File: src/rtl/phase_rot_pkg.sv
package phase_rot_pkg;
    localparam int PHASES  = 3;
    localparam int PHASE_W = $clog2(PHASES + 1);

    typedef enum logic [PHASE_W-1:0] {
        PH_ONE   = 2'd0,
        PH_TWO   = 2'd1,
        PH_THREE = 2'd2
    } phase_e;

    typedef enum logic [1:0] {
        DIR_HOLD = 2'd0,
        DIR_UP   = 2'd1,
        DIR_DOWN = 2'd2
    } dir_e;

    typedef struct packed {
        phase_e phase;
    } rot_state_t;
endpackage

File: src/rtl/phase_rot_dir.sv
module phase_rot_dir
    import phase_rot_pkg::*;
(
    input  logic fwd_i,
    input  logic rev_i,
    output dir_e dir_o
);
    always_comb begin
        if (fwd_i) begin
            dir_o = DIR_UP;
        end else if (rev_i) begin
            dir_o = DIR_DOWN;
        end else begin
            dir_o = DIR_HOLD;
        end
    end
endmodule

File: src/rtl/phase_rot_fsm.sv
module phase_rot_fsm
    import phase_rot_pkg::*;
(
    input  logic   clk_i,
    input  logic   rst_i,
    input  dir_e   dir_i,
    output phase_e phase_o
);
    rot_state_t st_d, st_q;

    always_comb begin
        st_d = st_q;
        case (st_q.phase)
            PH_ONE: begin
                if (dir_i == DIR_UP)        st_d.phase = PH_TWO;
                else if (dir_i == DIR_DOWN) st_d.phase = PH_THREE;
            end
            PH_TWO: begin
                if (dir_i == DIR_UP)        st_d.phase = PH_THREE;
                else if (dir_i == DIR_DOWN) st_d.phase = PH_ONE;
            end
            PH_THREE: begin
                if (dir_i == DIR_UP)        st_d.phase = PH_ONE;
                else if (dir_i == DIR_DOWN) st_d.phase = PH_TWO;
            end
            default: st_d.phase = PH_ONE;
        endcase
    end

    always_ff @(posedge clk_i) begin
        if (rst_i) begin
            st_q.phase <= PH_ONE;
        end else begin
            st_q <= st_d;
        end
    end

    assign phase_o = st_q.phase;


    hold_state_chk: assert property (@(posedge clk_i) disable iff (rst_i)
        (dir_i == DIR_HOLD) |=> $stable(st_q));
endmodule

File: src/rtl/phase_rot_outdec.sv
module phase_rot_outdec
    import phase_rot_pkg::*;
#(
    parameter int N = PHASES
) (
    input  phase_e       phase_i,
    output logic [N-1:0] z_o
);
    for (genvar i = 0; i < N; i++) begin : g_line
        assign z_o[i] = (phase_i == phase_e'(PHASE_W'(i)));
    end
endmodule

File: src/rtl/phase_rotator.sv
module phase_rotator
    import phase_rot_pkg::*;
(
    input  logic clk_i,
    input  logic rst_i,
    input  logic fwd_i,
    input  logic rev_i,
    output logic z1_o,
    output logic z2_o,
    output logic z3_o
);
    dir_e              dir;
    phase_e            phase;
    logic [PHASES-1:0] zv;

    phase_rot_dir u_dir (
        .fwd_i (fwd_i),
        .rev_i (rev_i),
        .dir_o (dir)
    );

    phase_rot_fsm u_fsm (
        .clk_i   (clk_i),
        .rst_i   (rst_i),
        .dir_i   (dir),
        .phase_o (phase)
    );

    phase_rot_outdec #(.N(PHASES)) u_dec (
        .phase_i (phase),
        .z_o     (zv)
    );

    assign z1_o = zv[0];
    assign z2_o = zv[1];
    assign z3_o = zv[2];


    reset_entry_chk: assert property (@(posedge clk_i)
        rst_i |=> (z1_o && !z2_o && !z3_o));

    // R2 (also R4 when both are high)
    step_up_chk: assert property (@(posedge clk_i) disable iff (rst_i)
        fwd_i |=> (zv == {$past(zv[1:0]), $past(zv[2])}));


    step_down_chk: assert property (@(posedge clk_i) disable iff (rst_i)
        (!fwd_i && rev_i) |=> (zv == {$past(zv[0]), $past(zv[2:1])}));


    hold_out_chk: assert property (@(posedge clk_i) disable iff (rst_i)
        (!fwd_i && !rev_i) |=> $stable(zv));


    one_active_chk: assert property (@(posedge clk_i) disable iff (rst_i)
        $countones(zv) == 1);
endmodule

File: config.mk
export PLATFORM = sky130hd
export DESIGN_NAME = phase_rotator
export DESIGN_NICKNAME = d
export VERILOG_FILES = /design/src/rtl/phase_rot_pkg.sv /design/src/rtl/phase_rot_dir.sv /design/src/rtl/phase_rot_fsm.sv /design/src/rtl/phase_rot_outdec.sv /design/src/rtl/phase_rotator.sv
export SDC_FILE = /design/constraint.sdc
export NUM_CORES = 1
export LEC_CHECK = 0
export BUFFER_PORTS_ARGS = -buffer_cell sky130_fd_sc_hd__buf_2
export CAP_MARGIN = 20
export CORE_AREA = 2 2 39 41
export CTS_CLUSTER_DIAMETER = 120
export DETAILED_ROUTE_END_ITERATION = 10
export DIE_AREA = 0 0 41 43
export SYNTH_ARGS = -nofsm -noshare
export SYNTH_HDL_FRONTEND = slang
export SYNTH_SLANG_ARGS = --single-unit
export TNS_END_PERCENT = 5
File: constraint.sdc
create_clock -name clk_i -period 1.1 [get_ports clk_i]
set_input_delay 0.055 -clock clk_i [delete_from_list [all_inputs] [get_ports clk_i]]
set_output_delay 0.055 -clock clk_i [all_outputs]
set_load 0.02 [all_outputs]
---- Word-level counts from Yosys, hierarchy flattened ----
Cells that the tools add are included.
storage, ports and cells
  flip-flop bits (word level) ............. 2
  input bits .............................. 4
  logic and storage cells ................. 19
operators by class
  equality and inequality tests ........... 7
  muxes and demuxes ....................... 9
  reductions and logical operators ........ 2
operator list
  cell                count
  $mux 2              8
  $ne 3x1->1 const B  3
  $pmux 2 s3          1
  $eq 2x1->1 const B  2
  $eq 2x2->1 const B  2
  $reduce_and 3->1    1
  $logic_not 2->1     1

---- Depth between registers and ports, before layout ----
  word-level depth ........................ 6
  mapped depth ............................ 3
  mapped depth without buffers ............ 3

---- Cells and area by module ----
A second synthesis with hierarchy kept.
second synthesis, totals
  cells, all modules ...................... 19
  area total of the unflattened synthesis .. 175.2 um^2
by module, submodules not included
  module            instances  cells an instance  area an instance (um^2)
  phase_rot_fsm     1          14                 135.1
  phase_rot_dir     1          2                  21.3
  phase_rot_outdec  1          3                  18.8

---- Worst setup path before layout ----
OpenSTA, ideal clock, no wires.
  path kind ............................... reg-to-reg
  from .................................... reg, netlist name u_fsm.phase_o[1]
  to ...................................... reg, netlist name u_fsm.phase_o[0]
  data arrival time ....................... 0.995 ns
  setup slack ............................. 0.035 ns
  stages on the path, launching flop included .. 4
  clock period less this slack ............ 1.065 ns
  cells stage by stage .................... dfxtp_1 nor2b_1 nand3b_1 a21oi_1
between the ends
  longest elaborated chain between the ends .. 3
  elaborated cells between the ends (all ways) .. 8
  classes of those cells .................. eq/ne (5); mux (1); reduce/logical (2)
ends and longest elaborated chain
  element                     RTL line             source
  $eq 2x2->1 (*)              -
  named net z3_o              phase_rotator.sv:10  output logic z3_o
  $ne 3x1->1 (no line)        -
  $reduce_and 3->1 (no line)  -
The timed path passes the listed nets; every way through them passes the cells marked *.
A chain may end at the register's enable or synchronous reset.

---- Worst setup path after layout ----
  from .................................... reg, netlist name u_fsm.phase_o[0]
  to ...................................... out z2_o
between the ends
  longest elaborated chain between the ends .. 1
ends and longest elaborated chain
  element     RTL line                source
  $eq 2x1->1  phase_rot_outdec.sv:10  assign z_o[i] = (phase_i == phase_e'(PHASE_W'(i)));
  to (decl)   phase_rotator.sv:9      output logic z2_o,
No other way between the ends.

==> flow_summary.ini <==
[timing]
grt_setup_unrepaired = no
max_freq_ghz = 0.997
finalSetupViolCount = 0
finalHoldViolCount = 0
period_share_pct = 91.2
totalNegativeSetupSlack_ps = 0
finClkSkew_ps = 1.93
maxSlewViolCount = 0
fin_crit_ps = 1000
relSlewSlack_pct = 87.4
tightest_slew_ps = 189
timing.hold.ws_ps = 11.9

[logic_synthesis]
synth-edff-count = 0
synth_seq_area_share_pct = 35.2
syn-num-nets = 18
yosys-top-cells-count = a21oi_1 (3), dfxtp_1 (2), nand3b_1 (2), nor2_1 (2)
synthesis.area_um2 = 114
yosysTopAreaCellShare_pct = 35.2
ys_ff_latch = 2
ys_warn_count = 0
synthCells = 14
ys.flop_type = dfxtp_1
synth_area_per_cell_um2 = 8.13
yosysMostFrequentCell = a21oi_1
synth_area_leaders = dfxtp_1 (35%), a21oi_1 (13%), nand3b_1 (13%)
synth_top_cell_by_area = dfxtp_1
synth_async_sr_flop_share_pct = 0
yosysUniqueCellTypes = 9

[clocking]
clk_latency_ps = 220
clk_pin_slew_ps = 30
cts_root_buffer = clkbuf_4
cts_tree = done
numCtsBuffers = 3
clock_sinks = 2
htree_levels = 1
cts_buffer_depth = 2

[cells_and_area]
final_area_um2 = 190
final_core_util_pct = 13.7
multi_input_area_um2 = 76.3
layout.nets = 29
regArea_um2 = 41.3
syn_to_final_growth_pct = 67.0
layout-drive-gt1-share_pct = 47.8
nFillCells = 163
largest_reg_flops = 2
diodes = 0

[setup_path]
path_class = flop to output pin
r2r_cells = 3
reg2reg_to = u_fsm.phase_o[1]
crit_arrival_ps = 950
crit_chain = and2b_1, buf_2
critPathMaxStageDelay_ps = 400
cp.required_ps = 1040
cp-start-kind = flop
end_kind = output pin
cp_slowest_cell = dfxtp_1
reg2reg_slack_ps = 100
r2r-start = u_fsm.phase_o[1]
path_max_fanout = 6

[die]
start_util_pct = 8.23
core_um2 = 1380
io_pins = 7
dieArea_um2 = 1760
fp-row-count = 14
die_w_um = 41
die_y_um = 43

[routing]
drt_iter0_markers = 1
routed_wl_um = 303
vias = 125
routed_via_density = 3.21
first_pass_iters = 2
drc_errors = 0
ant_nets = 0
wire_per_inst_um = 7.77

[placed_design]
portBuffers = 6
placed_cell_area_um2 = 164
gp_routability_congestion = 0.615

[power_and_ir_drop]
p_per_area_nw_per_um2 = 1640
finalPower_uw = 312
p_leak_uw = 0.0000800
vdd_ir_drop_max_uv = 407

[global_route]
grt_usage_pct = 4.91
grt_pass1_wl_um = 503
antenna_found_initial = 0
grt_max_degree = 7
grt_pass1_vias = 133
grt-ovfl-total = 0

[worst_hold_path]
whs_path_depth = 2
holdPathEnd = u_fsm.phase_o[0]
holdCritStartpoint = rst_i
hp-class = primary input to flop

[job]
max_cap_viol_count = 0

[outcome]
outcome = finished, final reports clean
power breakdown:
part	internal [uW]	switching (uW)	leakage, uW
Sequential	80.1	8.94	0.0000169
Combinational	28.2	32.8	0.0000493
Clock	120	41.6	0.0000138
Total	229	83.3	0.0000800
metal layers:
| layer | part of all wire [%] | routed length [um] | vias up | track usage [%] |
|---|---|---|---|---|
| li1 | - | - | 68 | - |
| met1 | 47 | 141 | 53 | 5.75 |
| met2 | 44 | 134 | 4 | 4.06 |
| met3 | 8.9 | 27 | 0 | 4.71 |
| met4 | 0 | 0 | 0 | 6.00 |
| met5 | 0 | 0 | - | 0 |
kinds of logic after synthesis:
| kind of cell | after synthesis | synth area share [%] |
|---|---|---|
| AND/OR/NAND/NOR | 8 | 44.0 |
| AO/OA/AOI/OAI | 3 | 13.2 |
| flip-flops | 2 | 35.2 |
| XOR/XNOR | 1 | 7.69 |
area by class of cell:
| type | count | area share [%] |
|---|---|---|
| multi-input combinational | 12 | 40.1 |
| sequential | 2 | 21.7 |
| timing repair buffer | 6 | 15.8 |
| clock buffer | 3 | 11.8 |
| tap | 16 | 10.5 |
timing repair:
item                                    CTS  global route
resized for setup                         0             2
endpoints found under the setup margin    0             2
hold buffers                              0             0
buffers inserted                          0             0
stage by stage:
step,setup WS [ps],instances
global route,22.5,39
CTS,24.6,39
global placement,139,36
detailed placement,75.9,36
floorplan,34.8,14
finish,97.2,39
critical path: cells and delay by family, from the launching register on:
kind          cells  cell delay [ps]
buf+inv           1              160
flops             1              400
simple gates      1              160
cell usage in the layout (no fill, tap or decap):
cell type	synthesis	layout
buf_2	0	6
a21oi_1	3	3
nor2b_2	0	1
xnor2_1	1	1
clkbuf_4	0	3
dfxtp_2	0	1
or3_1	1	1
nand3b_1	2	2
nor3b_1	1	1
nor2_1	2	2
dfxtp_1	2	1
and2b_1	1	1
how the worst max path moves through the flow:
stage                          start                to  depth (start not counted)
floorplan           u_fsm.phase_o[1]  u_fsm.phase_o[0]                          3
global placement    u_fsm.phase_o[1]  u_fsm.phase_o[1]                          3
detailed placement  u_fsm.phase_o[1]  u_fsm.phase_o[1]                          3
CTS                 u_fsm.phase_o[1]              z3_o                          2
global route        u_fsm.phase_o[0]              z2_o                          2
finish              u_fsm.phase_o[0]              z2_o                          2
Power figures use the tool's default switching activity.
